File: config.mk
export PLATFORM = sky130hd
export DESIGN_NAME = sc_host_front
export DESIGN_NICKNAME = d
export VERILOG_FILES = /design/src/rtl/sc_front_pkg.sv /design/src/rtl/sc_cmd_ctl.sv /design/src/rtl/sc_xfer_cnt.sv /design/src/rtl/sc_cfg_regs.sv /design/src/rtl/sc_host_front.sv
export SDC_FILE = /design/constraint.sdc
export NUM_CORES = 1
export LEC_CHECK = 0
export BUFFER_PORTS_ARGS = -buffer_cell sky130_fd_sc_hd__buf_2
export CAP_MARGIN = 20
export CELL_PAD_IN_SITES_DETAIL_PLACEMENT = 0
export CELL_PAD_IN_SITES_GLOBAL_PLACEMENT = 2
export CORE_ASPECT_RATIO = 1.2
export CORE_MARGIN = 3
export CORE_UTILIZATION = 41
export DETAILED_ROUTE_END_ITERATION = 8
export GPL_ROUTABILITY_DRIVEN = 0
export GPL_TIMING_DRIVEN = 0
export PLACE_DENSITY = 0.91
export SETUP_SLACK_MARGIN = 0.1
export SYNTH_ARGS = -nofsm -noshare
export SYNTH_HDL_FRONTEND = slang
export SYNTH_HIERARCHICAL = 1
export SYNTH_SLANG_ARGS = --single-unit
File: constraint.sdc
create_clock -name clk_i -period 2.65 [get_ports clk_i]
set_input_delay 0.3975 -clock clk_i [delete_from_list [all_inputs] [get_ports clk_i]]
set_output_delay 0.3975 -clock clk_i [all_outputs]
set_load 0.01 [all_outputs]
File: src/rtl/sc_front_pkg.sv
package sc_front_pkg;
  localparam int DATA_W  = 8;
  localparam int ADDR_W  = 4;
  localparam int CNT_W   = 24;
  localparam int CODE_W  = 7;
  localparam int ENF_BIT = 6;

  localparam logic [ADDR_W-1:0] OFS_CNT_B0 = 4'h0;
  localparam logic [ADDR_W-1:0] OFS_CNT_B1 = 4'h1;
  localparam logic [ADDR_W-1:0] OFS_CMD    = 4'h3;
  localparam logic [ADDR_W-1:0] OFS_SEL_TO = 4'h5;
  localparam logic [ADDR_W-1:0] OFS_CFG1   = 4'h8;
  localparam logic [ADDR_W-1:0] OFS_CLKF   = 4'h9;
  localparam logic [ADDR_W-1:0] OFS_CFG2   = 4'hB;
  localparam logic [ADDR_W-1:0] OFS_CFG3   = 4'hC;
  localparam logic [ADDR_W-1:0] OFS_CFG4   = 4'hD;
  localparam logic [ADDR_W-1:0] OFS_CNT_B2 = 4'hE;

  localparam logic [DATA_W-1:0] CLKF_DEFAULT = 8'd2;

  typedef enum logic [CODE_W-1:0] {
    OP_NOP      = 7'd0,
    OP_FLUSH    = 7'd1,
    OP_DEV_RST  = 7'd2,
    OP_BUS_RST  = 7'd3,
    OP_DMA_STOP = 7'd4
  } op_e;

  function automatic logic [ADDR_W-1:0] cnt_byte_ofs(input int idx);
    case (idx)
      0:       return OFS_CNT_B0;
      1:       return OFS_CNT_B1;
      default: return OFS_CNT_B2;
    endcase
  endfunction
endpackage

File: src/rtl/sc_cmd_ctl.sv
module sc_cmd_ctl
  import sc_front_pkg::*;
(
  input  logic              clk_i,
  input  logic              rst_ni,
  input  logic              wr_cmd_i,
  input  logic [DATA_W-1:0] cmd_i,
  output logic              dev_rst_o,
  output logic              dma_load_o,
  output logic              bus_reset_o,
  output logic              dma_stop_o,
  output logic              ack_o,
  output logic [CODE_W-1:0] ack_code_o,
  output logic              ack_dma_o
);
  logic              blocked_q;
  logic [CODE_W-1:0] code;
  logic              is_nop, accept, queued;

  assign code   = cmd_i[CODE_W-1:0];
  assign is_nop = (code == OP_NOP);
  assign accept = wr_cmd_i && (!blocked_q || is_nop);

  assign dev_rst_o  = accept && (code == OP_DEV_RST);
  assign dma_load_o = accept && is_nop && cmd_i[DATA_W-1];
  assign queued     = accept && !is_nop && (code != OP_DEV_RST) &&
                      (code != OP_BUS_RST) && (code != OP_DMA_STOP);

  always_ff @(posedge clk_i or negedge rst_ni) begin
    if (!rst_ni) begin
      blocked_q   <= 1'b0;
      bus_reset_o <= 1'b0;
      dma_stop_o  <= 1'b0;
      ack_o       <= 1'b0;
      ack_code_o  <= '0;
      ack_dma_o   <= 1'b0;
    end else begin
      if (dev_rst_o)             blocked_q <= 1'b1;
      else if (accept && is_nop) blocked_q <= 1'b0;
      bus_reset_o <= accept && (code == OP_BUS_RST);
      dma_stop_o  <= accept && (code == OP_DMA_STOP);
      ack_o       <= queued;
      if (queued) begin
        ack_code_o <= code;
        ack_dma_o  <= cmd_i[DATA_W-1];
      end
    end
  end

  // locked path gives no strobe
  a_r5_blocked_quiet: assert property (@(posedge clk_i) disable iff (!rst_ni)
    blocked_q && wr_cmd_i && (cmd_i[CODE_W-1:0] != 7'd0)
    |=> !bus_reset_o && !dma_stop_o && !ack_o);
  a_r5_nop_unlocks: assert property (@(posedge clk_i) disable iff (!rst_ni)
    wr_cmd_i && (cmd_i[CODE_W-1:0] == 7'd0) |=> !blocked_q);
  a_r3_one_strobe: assert property (@(posedge clk_i) disable iff (!rst_ni)
    $onehot0({bus_reset_o, dma_stop_o, ack_o}));
endmodule

File: src/rtl/sc_xfer_cnt.sv
module sc_xfer_cnt
  import sc_front_pkg::*;
#(
  parameter logic [DATA_W-1:0] CHIP_ID = 8'd12
) (
  input  logic              clk_i,
  input  logic              rst_ni,
  input  logic              wr_i,
  input  logic [ADDR_W-1:0] addr_i,
  input  logic [DATA_W-1:0] wdata_i,
  input  logic              dev_rst_i,
  input  logic              load_i,
  input  logic              enf_i,
  output logic [CNT_W-1:0]  cur_o
);
  localparam int NBYTES = CNT_W / DATA_W;
  localparam int STD_W  = 2 * DATA_W;

  logic [CNT_W-1:0] stage_q;

  for (genvar i = 0; i < NBYTES; i++) begin : g_stage
    localparam logic [ADDR_W-1:0] OFS = cnt_byte_ofs(i);
    localparam logic [DATA_W-1:0] RST = (i == NBYTES - 1) ? CHIP_ID : '0;
    always_ff @(posedge clk_i or negedge rst_ni) begin
      if (!rst_ni)                    stage_q[i*DATA_W +: DATA_W] <= RST;
      else if (dev_rst_i)             stage_q[i*DATA_W +: DATA_W] <= RST;
      else if (wr_i && addr_i == OFS) stage_q[i*DATA_W +: DATA_W] <= wdata_i;
    end
  end

  always_ff @(posedge clk_i or negedge rst_ni) begin
    if (!rst_ni)     cur_o <= '0;
    else if (load_i) cur_o <= enf_i ? stage_q
                                    : {{(CNT_W-STD_W){1'b0}}, stage_q[STD_W-1:0]};
  end

  a_r4_id_preload: assert property (@(posedge clk_i) disable iff (!rst_ni)
    dev_rst_i |=> stage_q[CNT_W-1 -: DATA_W] == CHIP_ID);
  a_r6_std_clears_top: assert property (@(posedge clk_i) disable iff (!rst_ni)
    load_i && !enf_i |=> cur_o[CNT_W-1:STD_W] == '0);
  a_r6_hold_no_load: assert property (@(posedge clk_i) disable iff (!rst_ni)
    !load_i |=> $stable(cur_o));
endmodule

File: src/rtl/sc_cfg_regs.sv
module sc_cfg_regs
  import sc_front_pkg::*;
(
  input  logic              clk_i,
  input  logic              rst_ni,
  input  logic              wr_i,
  input  logic [ADDR_W-1:0] addr_i,
  input  logic [DATA_W-1:0] wdata_i,
  input  logic              dev_rst_i,
  output logic [DATA_W-1:0] cfg1_o,
  output logic [DATA_W-1:0] cfg2_o,
  output logic [DATA_W-1:0] cfg3_o,
  output logic [DATA_W-1:0] cfg4_o,
  output logic [DATA_W-1:0] clk_factor_o,
  output logic [DATA_W-1:0] sel_to_o
);
  always_ff @(posedge clk_i or negedge rst_ni) begin
    if (!rst_ni) begin
      cfg1_o <= '0; cfg2_o <= '0; cfg3_o <= '0; cfg4_o <= '0;
      clk_factor_o <= CLKF_DEFAULT;
      sel_to_o     <= '0;
    end else if (dev_rst_i) begin
      clk_factor_o <= CLKF_DEFAULT;
      sel_to_o     <= '0;
    end else if (wr_i) begin
      case (addr_i)
        OFS_CFG1:   cfg1_o       <= wdata_i;
        OFS_CFG2:   cfg2_o       <= wdata_i;
        OFS_CFG3:   cfg3_o       <= wdata_i;
        OFS_CFG4:   cfg4_o       <= wdata_i;
        OFS_CLKF:   clk_factor_o <= wdata_i;
        OFS_SEL_TO: sel_to_o     <= wdata_i;
        default: ;
      endcase
    end
  end

  a_r4_timing_defaults: assert property (@(posedge clk_i) disable iff (!rst_ni)
    dev_rst_i |=> clk_factor_o == CLKF_DEFAULT && sel_to_o == '0);
  a_r4_cfg_kept: assert property (@(posedge clk_i) disable iff (!rst_ni)
    dev_rst_i |=> $stable(cfg2_o) && $stable(cfg1_o));
endmodule

File: src/rtl/sc_host_front.sv
module sc_host_front
  import sc_front_pkg::*;
#(
  parameter logic [DATA_W-1:0] CHIP_ID = 8'd12
) (
  input  logic              clk_i,
  input  logic              rst_ni,
  input  logic [ADDR_W-1:0] addr_i,
  input  logic [DATA_W-1:0] wdata_i,
  input  logic              wr_i,
  input  logic              rd_i,
  output logic [DATA_W-1:0] rdata_o,
  output logic [DATA_W-1:0] clk_factor_o,
  output logic [DATA_W-1:0] sel_timeout_o,
  output logic              bus_reset_o,
  output logic              dma_stop_o,
  output logic              cmd_ack_o,
  output logic [CODE_W-1:0] cmd_code_o,
  output logic              cmd_dma_o
);
  logic              dev_rst, dma_load, wr_cmd;
  logic [CNT_W-1:0]  cur_cnt;
  logic [DATA_W-1:0] cfg1, cfg2, cfg3, cfg4;

  assign wr_cmd = wr_i && (addr_i == OFS_CMD);

  sc_cmd_ctl u_cmd (
    .clk_i, .rst_ni,
    .wr_cmd_i   (wr_cmd),
    .cmd_i      (wdata_i),
    .dev_rst_o  (dev_rst),
    .dma_load_o (dma_load),
    .bus_reset_o,
    .dma_stop_o,
    .ack_o      (cmd_ack_o),
    .ack_code_o (cmd_code_o),
    .ack_dma_o  (cmd_dma_o)
  );

  sc_xfer_cnt #(.CHIP_ID(CHIP_ID)) u_cnt (
    .clk_i, .rst_ni, .wr_i, .addr_i, .wdata_i,
    .dev_rst_i (dev_rst),
    .load_i    (dma_load),
    .enf_i     (cfg2[ENF_BIT]),
    .cur_o     (cur_cnt)
  );

  sc_cfg_regs u_cfg (
    .clk_i, .rst_ni, .wr_i, .addr_i, .wdata_i,
    .dev_rst_i    (dev_rst),
    .cfg1_o       (cfg1),
    .cfg2_o       (cfg2),
    .cfg3_o       (cfg3),
    .cfg4_o       (cfg4),
    .clk_factor_o (clk_factor_o),
    .sel_to_o     (sel_timeout_o)
  );

  always_comb begin
    rdata_o = '0;
    if (rd_i) begin
      case (addr_i)
        OFS_CNT_B0: rdata_o = cur_cnt[0 +: DATA_W];
        OFS_CNT_B1: rdata_o = cur_cnt[DATA_W +: DATA_W];
        OFS_CNT_B2: rdata_o = cfg2[ENF_BIT] ? cur_cnt[2*DATA_W +: DATA_W] : '0;
        OFS_CFG1:   rdata_o = cfg1;
        OFS_CFG2:   rdata_o = cfg2;
        OFS_CFG3:   rdata_o = cfg3;
        OFS_CFG4:   rdata_o = cfg4;
        default:    rdata_o = '0;
      endcase
    end
  end

  a_r7_hi_gated: assert property (@(posedge clk_i) disable iff (!rst_ni)
    rd_i && addr_i == OFS_CNT_B2 && !cfg2[ENF_BIT] |-> rdata_o == '0);
  a_r11_idle_zero: assert property (@(posedge clk_i) disable iff (!rst_ni)
    !rd_i |-> rdata_o == '0);
  a_r10_unmapped_zero: assert property (@(posedge clk_i) disable iff (!rst_ni)
    rd_i && (addr_i inside {4'h2, 4'h3, 4'h4, 4'h5, 4'h6, 4'h7, 4'h9, 4'hA, 4'hF})
    |-> rdata_o == '0);
endmodule

==> results.json, run 1 <==
{
  "status": "completed",
  "first_pass_iters": 4,
  "end_kind": "flop",
  "power_switching_mw": 1.071,
  "pwr-share-clk_pct": 32.1,
  "rows": 44,
  "grt_max_degree": 71,
  "final_cell_mix": "dfrtp_1, buf_2, nand2b_1",
  "synth_top_area_share_pct": 50.79,
  "fp.dieH_um": 129.1,
  "setup.reg_to_reg.worst_slack_ps": 640,
  "switching_share_pct": 26.01,
  "initial_utilization_pct": 42.33,
  "drive_above_1_share_pct": 32.71,
  "diodes": 0,
  "drtAntennaViolNets": 0,
  "wirelength_mm": 12.42,
  "max_slew_margin_pct": 41.12,
  "syn_inst": 415,
  "vias": 3478,
  "r2r-end": "u_cfg/cfg3_o[3]$_DFFE_PN0P_",
  "cts_tree": "done",
  "startpoint": "addr_i[1]",
  "syn-mean-instance-area_um2": 12.47,
  "synth_area_um2": 5174,
  "synth_area_leaders": "dfrtp_1, mux2_2, mux2i_1",
  "ctsHtreeMaxLevel": 3,
  "hold_violations": 0,
  "synth-seq-cells": 108,
  "ys_warn_count": 6,
  "synth_top_cell_by_area": "dfrtp_1",
  "seqPwrFrac_pct": 51.0,
  "die_x_um": 108.5,
  "fmax_mhz": 398.2,
  "numCtsBuffers": 9,
  "dieArea_um2": 14010,
  "period_needed_ps": 2512,
  "grt_usage_pct": 18.71,
  "pwr_density_cell_nw_per_um2": 686.3,
  "vias_per_cell": 5.401,
  "ir_worst_vdd_v": 0.0003580,
  "insertion_delay_ps": 340,
  "critPathLaunchType": "primary input",
  "arrival_ps": 2740,
  "grt.overflow.total": 0,
  "drc": 0,
  "clkSlewWorstSetupHoldPaths_ps": 60,
  "syn_nets": 431,
  "fin_nets": 495,
  "hp-class": "primary input to asynchronous set/reset pin",
  "cts_buffer_depth": 2,
  "crit_path_max_fanout": 10,
  "pin_count": 51,
  "power_mw": 4.120,
  "final-setup-viol-count": 0,
  "path_class": "primary input to flop",
  "dp_hpwl_mm": 8.772,
  "ff2ff_path_depth": 7,
  "report.final.slew_viol_count": 0,
  "core_um2": 12220,
  "avgRoutedWirePerCell_um": 19.28,
  "grt_pass1_wl_mm": 19.88,
  "tightest_slew_ps": 876.6,
  "drtIter0Drc": 190,
  "cts_root_buf": "clkbuf_16",
  "cts.sink_count": 108,
  "numPortBuffers": 50,
  "min_period_over_period_pct": 94.78,
  "power_leakage_nw": 2.817,
  "fin_hold_ws_ps": 34.35,
  "rsz0062_at_grt": "false",
  "first_global_vias": 3742,
  "cap_violations": 0,
  "yosysSeqAreaShare_pct": 52.31,
  "cp.required_ps": 2880,
  "areaGrowthSynthToFinish_pct": 16.03,
  "synth_cell_types": 47,
  "final_common_cell": "dfrtp_1",
  "comb_power_share_pct": 16.9,
  "skew_ps": 5.786,
  "worstReg2RegStart": "u_cmd/blocked_q$_DFFE_PN0P_",
  "antenna_found_initial": 0,
  "p_int_mw": 3.049,
  "crit_path_end": "u_cfg/cfg3_o[3]$_DFFE_PN0P_"
}
-- layer usage --
metal	GRT usage [%]	routed length [um]	vias up
li1	-	-	1615
met1	23.19	5362	1748
met2	31.10	6066	82
met3	3.587	486	33
met4	9.584	504	0
met5	0	0	-
-- synth_stat cells, drive strengths merged --
cell type and n:
o21ai 18, buf 16, o21a 9, or4 2
and4b 1, nand3b 2, nand2 5, a22o 8
mux2i 32, and3 3, o32ai 1, a22oi 22
nand3 17, and2b 1, or3 1, nand2b 47
nor4b 2, nor4bb 2, inv 9, and4 2
nor3 3, a221oi 1, nor4 1, dfstp 3
a21oi 2, or4b 2, and2 1, nor2b 2
clkbuf 13, dfrtp 105, mux2 58, and3b 2
a32oi 1, nor3b 1, o22ai 8, nor2 12
-- power groups by stage --
stage / Combinational [mW] / Sequential, mW / Clock, mW
finish: 0.697 / 2.10 / 1.32
global route: 0.766 / 2.13 / 1.43
CTS: 0.704 / 2.10 / 1.36
detailed placement: 0.698 / 2.12 / 0
global placement: 0.666 / 2.12 / 0
floorplan: 0.407 / 2.13 / 0
-- cells by family after synthesis --
group                  synth area share (%)
and+or+nand+nor                       14.05
buffers and inverters                 4.062
DFF                                   52.31
muxes                                 19.98
AOI/OAI and AO/OA                     9.601
-- state kept, by name, summed over array words and instances (netlist names), 8 cells and up --
| register | cells |
|---|---|
| u_cnt/cur_o | 24 |
| u_cnt/stage_q | 24 |
| u_cfg/cfg1_o | 8 |
| u_cfg/cfg2_o | 8 |
| u_cfg/cfg3_o | 8 |
| u_cfg/cfg4_o | 8 |
| u_cfg/clk_factor_o | 8 |
| u_cfg/sel_to_o | 8 |
-- worst min-delay path by stage --
stage                                       start                       endpoint  depth (start not counted)
global placement    u_cfg/sel_to_o[6]$_DFFE_PN0P_  u_cfg/sel_to_o[6]$_DFFE_PN0P_                          1
floorplan                                  rst_ni    u_cfg/cfg1_o[0]$_DFFE_PN0P_                          0
CTS                                        rst_ni    u_cnt/cur_o[21]$_DFFE_PN0P_                          1
detailed placement                         rst_ni    u_cnt/cur_o[22]$_DFFE_PN0P_                          1
finish                                     rst_ni  u_cnt/stage_q[14]$_DFFE_PN0P_                          1
global route                               rst_ni   u_cnt/stage_q[8]$_DFFE_PN0P_                          1
-- stage by stage --
stage          std cells  setup WS (ps)  instance area, um^2  setup TNS (ps)  util, %
2_1_floorplan        415          103.3                 5191               0        -
3_3_place_gp         626         -362.6                 5643          -10680    46.17
3_5_place_dp         627         -393.3                 5673          -13350    46.42
4_1_cts              643          104.7                 5993               0    49.04
5_1_grt              644          105.3                 6003               0    49.12
6_report             644          138.4                 6003               0    49.12
-- critical path: stages --
cell,delay (ps)
clkbuf_4,170
buf_6,160
buf_6,140
and4_2,210
nor2b_2,180
and3_4,170
buf_6,130
nand3b_4,160
or4b_4,530
buf_8,170
mux2_4,300
-- what timing repair did --
action                                  in CTS  in global routing
setup buffers                                1                  1
hold buffers                                 0                  0
resized for setup                            7                  1
gates cloned                                 0                  0
endpoints found under the setup margin      32                 17
-- area by class of cell --
type	instances	area, um^2
Timing Repair Buffer	53	306.5
Sequential cell	108	2706
Inverter	9	33.78
Clock buffer	11	242.7
Tap cell	161	201.4
Buffer	29	196.4
Fill cell	1115	6218
Clock inverter	4	50.05
Multi-Input combinational cell	269	2266
No activity file was read; power rests on OpenSTA's default activity.
==> run 2: changes to the inputs <==
ABC_AREA = 1   (was default)
CORE_UTILIZATION = 36   (was 41)
PLACE_DENSITY = 0.9   (was 0.91)
==> run 2 against run 1 <==
  * Largest cell class unchanged
  * First-iteration DRC count is 24% higher
  * Via count is 26% higher
  * Power is 1.4% higher
==> results.json, run 2 <==
{
  "power_leakage_nw": 3.290,
  "rows": 48,
  "drtAntennaViolNets": 0,
  "synth-xor-area-share_pct": 0,
  "synth_mux_area_share_pct": 3.339,
  "initial_utilization_pct": 37.13,
  "synth_area_um2": 5396,
  "drc": 0,
  "first_global_vias": 4402,
  "synth.most_common_cell": "nand2_1",
  "setup.reg_to_reg.worst_slack_ps": 830,
  "crit_path_max_fanout": 11,
  "syn_nets": 642,
  "pin_count": 51,
  "fill_cells": 1492,
  "grt.overflow.total": 0,
  "ir_worst_vdd_v": 0.0003258,
  "arrival_ps": 2640,
  "avgRoutedWirePerCell_um": 15.67,
  "ys_warn_count": 6,
  "crit_path_end": "u_cfg/cfg3_o[6]$_DFFE_PN0P_",
  "synth_common_cells": "nand2_1, nand3_1, dfrtp_1",
  "drtIter0Drc": 235,
  "ctsHtreeMaxLevel": 3,
  "worstReg2RegStart": "u_cmd/blocked_q$_DFFE_PN0P_",
  "grt_usage_pct": 17.83,
  "areaGrowthSynthToFinish_pct": 16.65,
  "dp_hpwl_mm": 10.51,
  "fin_cells": 897,
  "syn-mean-instance-area_um2": 8.620,
  "cts_tree": "done",
  "vias_per_cell": 4.887,
  "clkSlewWorstSetupHoldPaths_ps": 70,
  "rsz0062_at_grt": "false",
  "power_mw": 4.179,
  "pwr_density_cell_nw_per_um2": 663.9,
  "synth_top_cell_by_area": "dfrtp_1",
  "worst_path_most_repeated_cell": "nand2_2",
  "cp.required_ps": 2920,
  "min_period_over_period_pct": 89.37,
  "ys.flop_type": "dfrtp_1",
  "top_regs": "u_cnt/cur_o x24, u_cnt/stage_q x24",
  "critPathTopFamily": "simple AND/OR/NAND/NOR gates",
  "crit_cells": 17,
  "core_um2": 14530,
  "period_needed_ps": 2368,
  "cp_slowest_cell": "buf_2",
  "first_pass_iters": 5,
  "max_slew_margin_pct": 59.64,
  "syn_inst": 626,
  "tightest_slew_ps": 605.4,
  "yosysSeqAreaShare_pct": 50.15,
  "cp_num_buf_inv": 7,
  "die_x_um": 117.8,
  "synth_fa_ha_area_share_pct": 0,
  "max_stage_delay_ps": 240,
  "numPortBuffers": 50,
  "cap_violations": 0,
  "cts_root_buf": "clkbuf_16",
  "synth_compound_area_share_pct": 6.585,
  "dieArea_um2": 16500,
  "dp.cells": 877,
  "setup_ws_ps": 281.7,
  "r2r-end": "u_cfg/cfg3_o[6]$_DFFE_PN0P_",
  "end_kind": "flop",
  "synth-seq-cells": 108,
  "cts_buffer_depth": 2,
  "critPathLaunchType": "primary input",
  "ff2ff_path_depth": 13,
  "fmax_mhz": 422.2,
  "hold_violations": 0,
  "fin_nets": 708,
  "status": "completed",
  "cts.sink_count": 108,
  "final_cell_mix": "nand2_1, nand3_1, dfrtp_1",
  "synth_top_family_by_area": "simple AND/OR/NAND/NOR gates",
  "grt_max_degree": 65,
  "antenna_found_initial": 0,
  "synth_top_area_share_pct": 48.69,
  "vias": 4384,
  "synth_edf_count": 0,
  "yosys.area_share.simple_pct": 32.78,
  "report.final.slew_viol_count": 0,
  "skew_ps": 6.750,
  "synth_area_leaders": "dfrtp_1, nand3_1, nand2_1",
  "async_flop_share_pct": 100.0,
  "diodes": 0,
  "final-setup-viol-count": 0,
  "drive_above_1_share_pct": 26.40,
  "fp.dieH_um": 140.1,
  "startpoint": "addr_i[2]",
  "numCtsBuffers": 9,
  "grt_pass1_wl_mm": 23.37,
  "synth_cell_types": 30,
  "path_class": "primary input to flop",
  "path_cells": "buf_2, nor2_4, clkbuf_4, nand2_1, nor2_2, inv_1, nor2_8, inv_2, nor2_2, buf_6, clkinv_2, nand2_2, nor2_4, nand2_2, buf_6, nand2_2, o21ai_2",
  "hp-class": "primary input to asynchronous set/reset pin",
  "wirelength_mm": 14.06,
  "final_common_cell": "nand2_1",
  "insertion_delay_ps": 340,
  "post-place-ws_ps": -342.7
}
==> run 2: cell types whose count changed after synthesis, moves of 9 or more <==
cell      change
o21a_1        -9
a22oi_1      -22
nand3_1     +113
nand2b_1     -46
nand2_2      +15
mux2i_1      -32
clkbuf_1     -10
inv_1        +32
mux2_4       -16
inv_2         +9
o21ai_2      +24
nand2_1     +147
nor2_1       +41
mux2_2       -26
==> run 2: timing repair <==
| item | CTS | global route |
|---|---|---|
| setup endpoints to repair | 51 | 67 |
| hold buffers | 0 | 0 |
| setup buffers | 0 | 4 |
| gates resized for setup | 1 | 3 |
| pin swaps | 0 | 2 |
==> run 2: report_power, final <==
part | switching, mW | leakage (nW) | internal [mW] | total (mW)
Sequential | 0.154 | 1.36 | 1.91 | 2.06
Clock | 0.590 | 0.152 | 0.858 | 1.45
Combinational | 0.409 | 1.78 | 0.261 | 0.670
Total | 1.15 | 3.29 | 3.03 | 4.18
==> run 2: per-layer routing <==
metal  track usage [%]  wire [um]  vias up
li1                  -          -     2189
met1             24.59       6399     2088
met2             29.32       6853       90
met3             2.019        543       17
met4             6.235        261        0
met5                 0          0        -
==> run 2: area by class of cell <==
cell class | instances | area (um^2) | area share (%)
well taps | 200 | 250.2 | 3.975
inverters | 54 | 211.5 | 3.359
clock inverters | 5 | 83.83 | 1.332
repair buffers | 55 | 310.3 | 4.929
flip-flops and latches | 108 | 2706 | 42.99
clock buffers | 11 | 242.7 | 3.856
plain buffers | 23 | 180.2 | 2.862
multi-input cells | 441 | 2310 | 36.69
==> run 2: cell families after synthesis <==
family,Yosys count
flops,108
buf+inv,77
compound gates,52
mux,16
simple gates,373
==> run 2: how the worst min path moves through the flow <==
stage	to	slack [ps]	startpoint
after floorplan	u_cfg/cfg1_o[0]$_DFFE_PN0P_	100	rst_ni
after global placement	u_cmd/ack_dma_o$_DFFE_PN0P_	450	u_cmd/ack_dma_o$_DFFE_PN0P_
after detailed placement	u_cfg/cfg4_o[1]$_DFFE_PN0P_	440	rst_ni
after CTS	u_cfg/cfg4_o[2]$_DFFE_PN0P_	70	rst_ni
after global routing	u_cfg/cfg4_o[1]$_DFFE_PN0P_	110	rst_ni
final	u_cfg/cfg4_o[1]$_DFFE_PN0P_	60	rst_ni
==> run 2: through the flow <==
stage | hold WS [ps] | utilization (%) | area, um^2 | setup TNS (ps)
global placement | 452.8 | 40.57 | 5897 | -16540
detailed placement | 439.0 | 40.78 | 5927 | -18380
CTS | 70.85 | 43.04 | 6256 | 0
floorplan | 101.9 | - | 5396 | 0
global route | 106.0 | 43.31 | 6295 | 0
finish | 58.17 | 43.31 | 6295 | 0
==> run 3: changes to the inputs <==
BUFFER_PORTS_ARGS = -buffer_cell sky130_fd_sc_hd__buf_4   (was -buffer_cell sky130_fd_sc_hd__buf_2)
==> run 3 against run 2 <==
  * Via count increased by 2.2%
  * Wire length up 3.2%
  * Critical endpoint is now u_cnt/stage_q[4]$_DFFE_PN0P_
  * Sequential cell count stayed put
  * Highest routed layer unchanged
  * Design area rose by 1.8%
  * Combinational power up 8.4%
  * Core utilization rose by 0.80 points
  * Sequential power hardly changed
  * Power grew 1.7%
  * Count of clock-buffer cells in the layout unchanged
  * Hold slack got worse by 3.4 ps
  * Clock power barely moved
  * Global-route usage grew 0.19 points
==> results.json, run 3 (same netlist as run 2, synthesis figures left out) <==
{
  "clkSlewWorstSetupHoldPaths_ps": 70,
  "initial_utilization_pct": 37.13,
  "switching_share_pct": 27.63,
  "pwr-share-clk_pct": 34.3,
  "report.final.slew_viol_count": 0,
  "path_cells": "buf_4, nor2_4, clkbuf_4, nand2_1, nor2_2, inv_1, nor2_8, inv_2, nor2_2, buf_4, clkinvlp_4, buf_2, nand3_1, nand2_1",
  "drtAntennaViolNets": 0,
  "drc": 0,
  "final_common_cell": "nand2_1",
  "avgRoutedWirePerCell_um": 16.19,
  "rsz0062_at_grt": "false",
  "skew_ps": 5.661,
  "cts_buffer_depth": 2,
  "pwr_density_cell_nw_per_um2": 662.8,
  "antenna_found_initial": 0,
  "fin_cells": 896,
  "pin_count": 51,
  "cts_root_buf": "clkbuf_16",
  "cp.required_ps": 2880,
  "fin_nets": 707,
  "crit_path_max_fanout": 11,
  "wirelength_mm": 14.51,
  "power_leakage_nw": 3.309,
  "die_x_um": 117.8,
  "path_class": "primary input to flop",
  "hold_buffers": 0,
  "fp.dieH_um": 140.1,
  "insertion_delay_ps": 340,
  "cp_num_buf_inv": 7,
  "dp.cells": 877,
  "status": "completed",
  "cts_tree": "done",
  "numCtsBuffers": 9,
  "first_global_vias": 4446,
  "worstReg2RegStart": "u_cmd/blocked_q$_DFFE_PN0P_",
  "hp-class": "primary input to asynchronous set/reset pin",
  "tightest_slew_ps": 603.7,
  "diodes": 0,
  "drtIter0Drc": 259,
  "cap_violations": 0,
  "cts.sink_count": 108,
  "comb_power_share_pct": 17.1,
  "final_cell_mix": "nand2_1, nand3_1, dfrtp_1",
  "areaGrowthSynthToFinish_pct": 18.80,
  "power_switching_mw": 1.174,
  "p_int_mw": 3.075,
  "ctsHtreeMaxLevel": 3,
  "dp_hpwl_mm": 10.60,
  "top_regs": "u_cnt/cur_o x24, u_cnt/stage_q x24",
  "hold_violations": 0,
  "min_period_over_period_pct": 87.64,
  "fin_hold_ws_ps": 54.72,
  "first_pass_iters": 5,
  "max_slew_margin_pct": 59.75,
  "max_stage_delay_ps": 230,
  "ir_worst_vdd_v": 0.0002972,
  "numPortBuffers": 50,
  "grt_usage_pct": 18.02,
  "vias": 4482,
  "end_kind": "flop",
  "critPathTopFamily": "buffers and inverters",
  "drive_above_1_share_pct": 26.29,
  "core_um2": 14530,
  "grt_pass1_wl_mm": 23.65,
  "grt.overflow.total": 0,
  "cp_slowest_cell": "buf_2",
  "startpoint": "addr_i[3]",
  "fmax_mhz": 430.6,
  "dieArea_um2": 16500,
  "rows": 48,
  "arrival_ps": 2550,
  "power_mw": 4.249,
  "final-setup-viol-count": 0,
  "vias_per_cell": 5.002,
  "critPathLaunchType": "primary input",
  "seqPwrFrac_pct": 48.6,
  "period_needed_ps": 2322,
  "grt_max_degree": 65
}
## run 3: cell count changes in the layout (fill, tap and decap cells not counted)
cell / before / now
buf_2: 55 / 6
buf_4: 9 / 57
clkinv_4: 0 / 2
clkinvlp_4: 3 / 2
inv_6: 1 / 0
## run 3: stage by stage
step                TNS (ps)  worst slack (ps)  utilization (%)  instance area, um^2
global placement      -11970            -238.5            41.43                 6022
floorplan                  0             504.2                -                 5396
global route               0             162.3            44.11                 6411
CTS                        0             158.4            43.90                 6380
detailed placement    -15070            -296.7            41.62                 6050
finish                     0             327.6            44.11                 6411
## run 3: path summary, 6_finish.rpt
kind | end | slack (ps) | depth (start not counted)
min in group clk_i | u_cmd/ack_code_o[4]$_DFFE_PN0P_ | 350 | 3
worst min register to register | u_cmd/ack_code_o[4]$_DFFE_PN0P_ | 480 | 2
worst min-delay path | u_cfg/cfg4_o[1]$_DFFE_PN0P_ | 50 | 1
worst max-delay path | u_cnt/stage_q[4]$_DFFE_PN0P_ | 330 | 14
worst max register to register | u_cnt/stage_q[4]$_DFFE_PN0P_ | 820 | 10
max in group asynchronous | u_cfg/clk_factor_o[1]$_DFFE_PN1P_ | 1830 | 2
## run 3: cell type report
| type | instances | area [um^2] |
|---|---|---|
| clock inverter | 5 | 85.08 |
| buffer | 23 | 180.2 |
| inverter | 54 | 211.5 |
| tap | 200 | 250.2 |
| fill | 1508 | 8123 |
| clock buffer | 11 | 242.7 |
| multi-input combinational | 441 | 2310 |
| sequential | 108 | 2706 |
| timing repair buffer | 54 | 425.4 |
## run 3: metal layers
metal	up-vias	share of wire, %	wire (um)	global-route usage, %
li1	2171	-	-	-
met1	2170	46	6619	24.89
met2	119	48	7014	29.13
met3	22	3.7	534	2.544
met4	0	2.3	340	6.420
met5	-	0	0	0
## run 3: repair_timing
action                                  4_1_cts  5_1_grt
pin swaps                                     0        1
resized for setup                             1        3
buffers inserted                              0        3
endpoints found under the setup margin       16       62
## run 3: power groups by stage
stage / Clock (mW) / Sequential, mW / Combinational [mW]
after floorplan: 0 / 2.08 / 0.390
after global placement: 0 / 2.09 / 0.705
after detailed placement: 0 / 2.09 / 0.728
after CTS: 1.50 / 2.06 / 0.732
after global routing: 1.58 / 2.10 / 0.813
final: 1.46 / 2.06 / 0.726
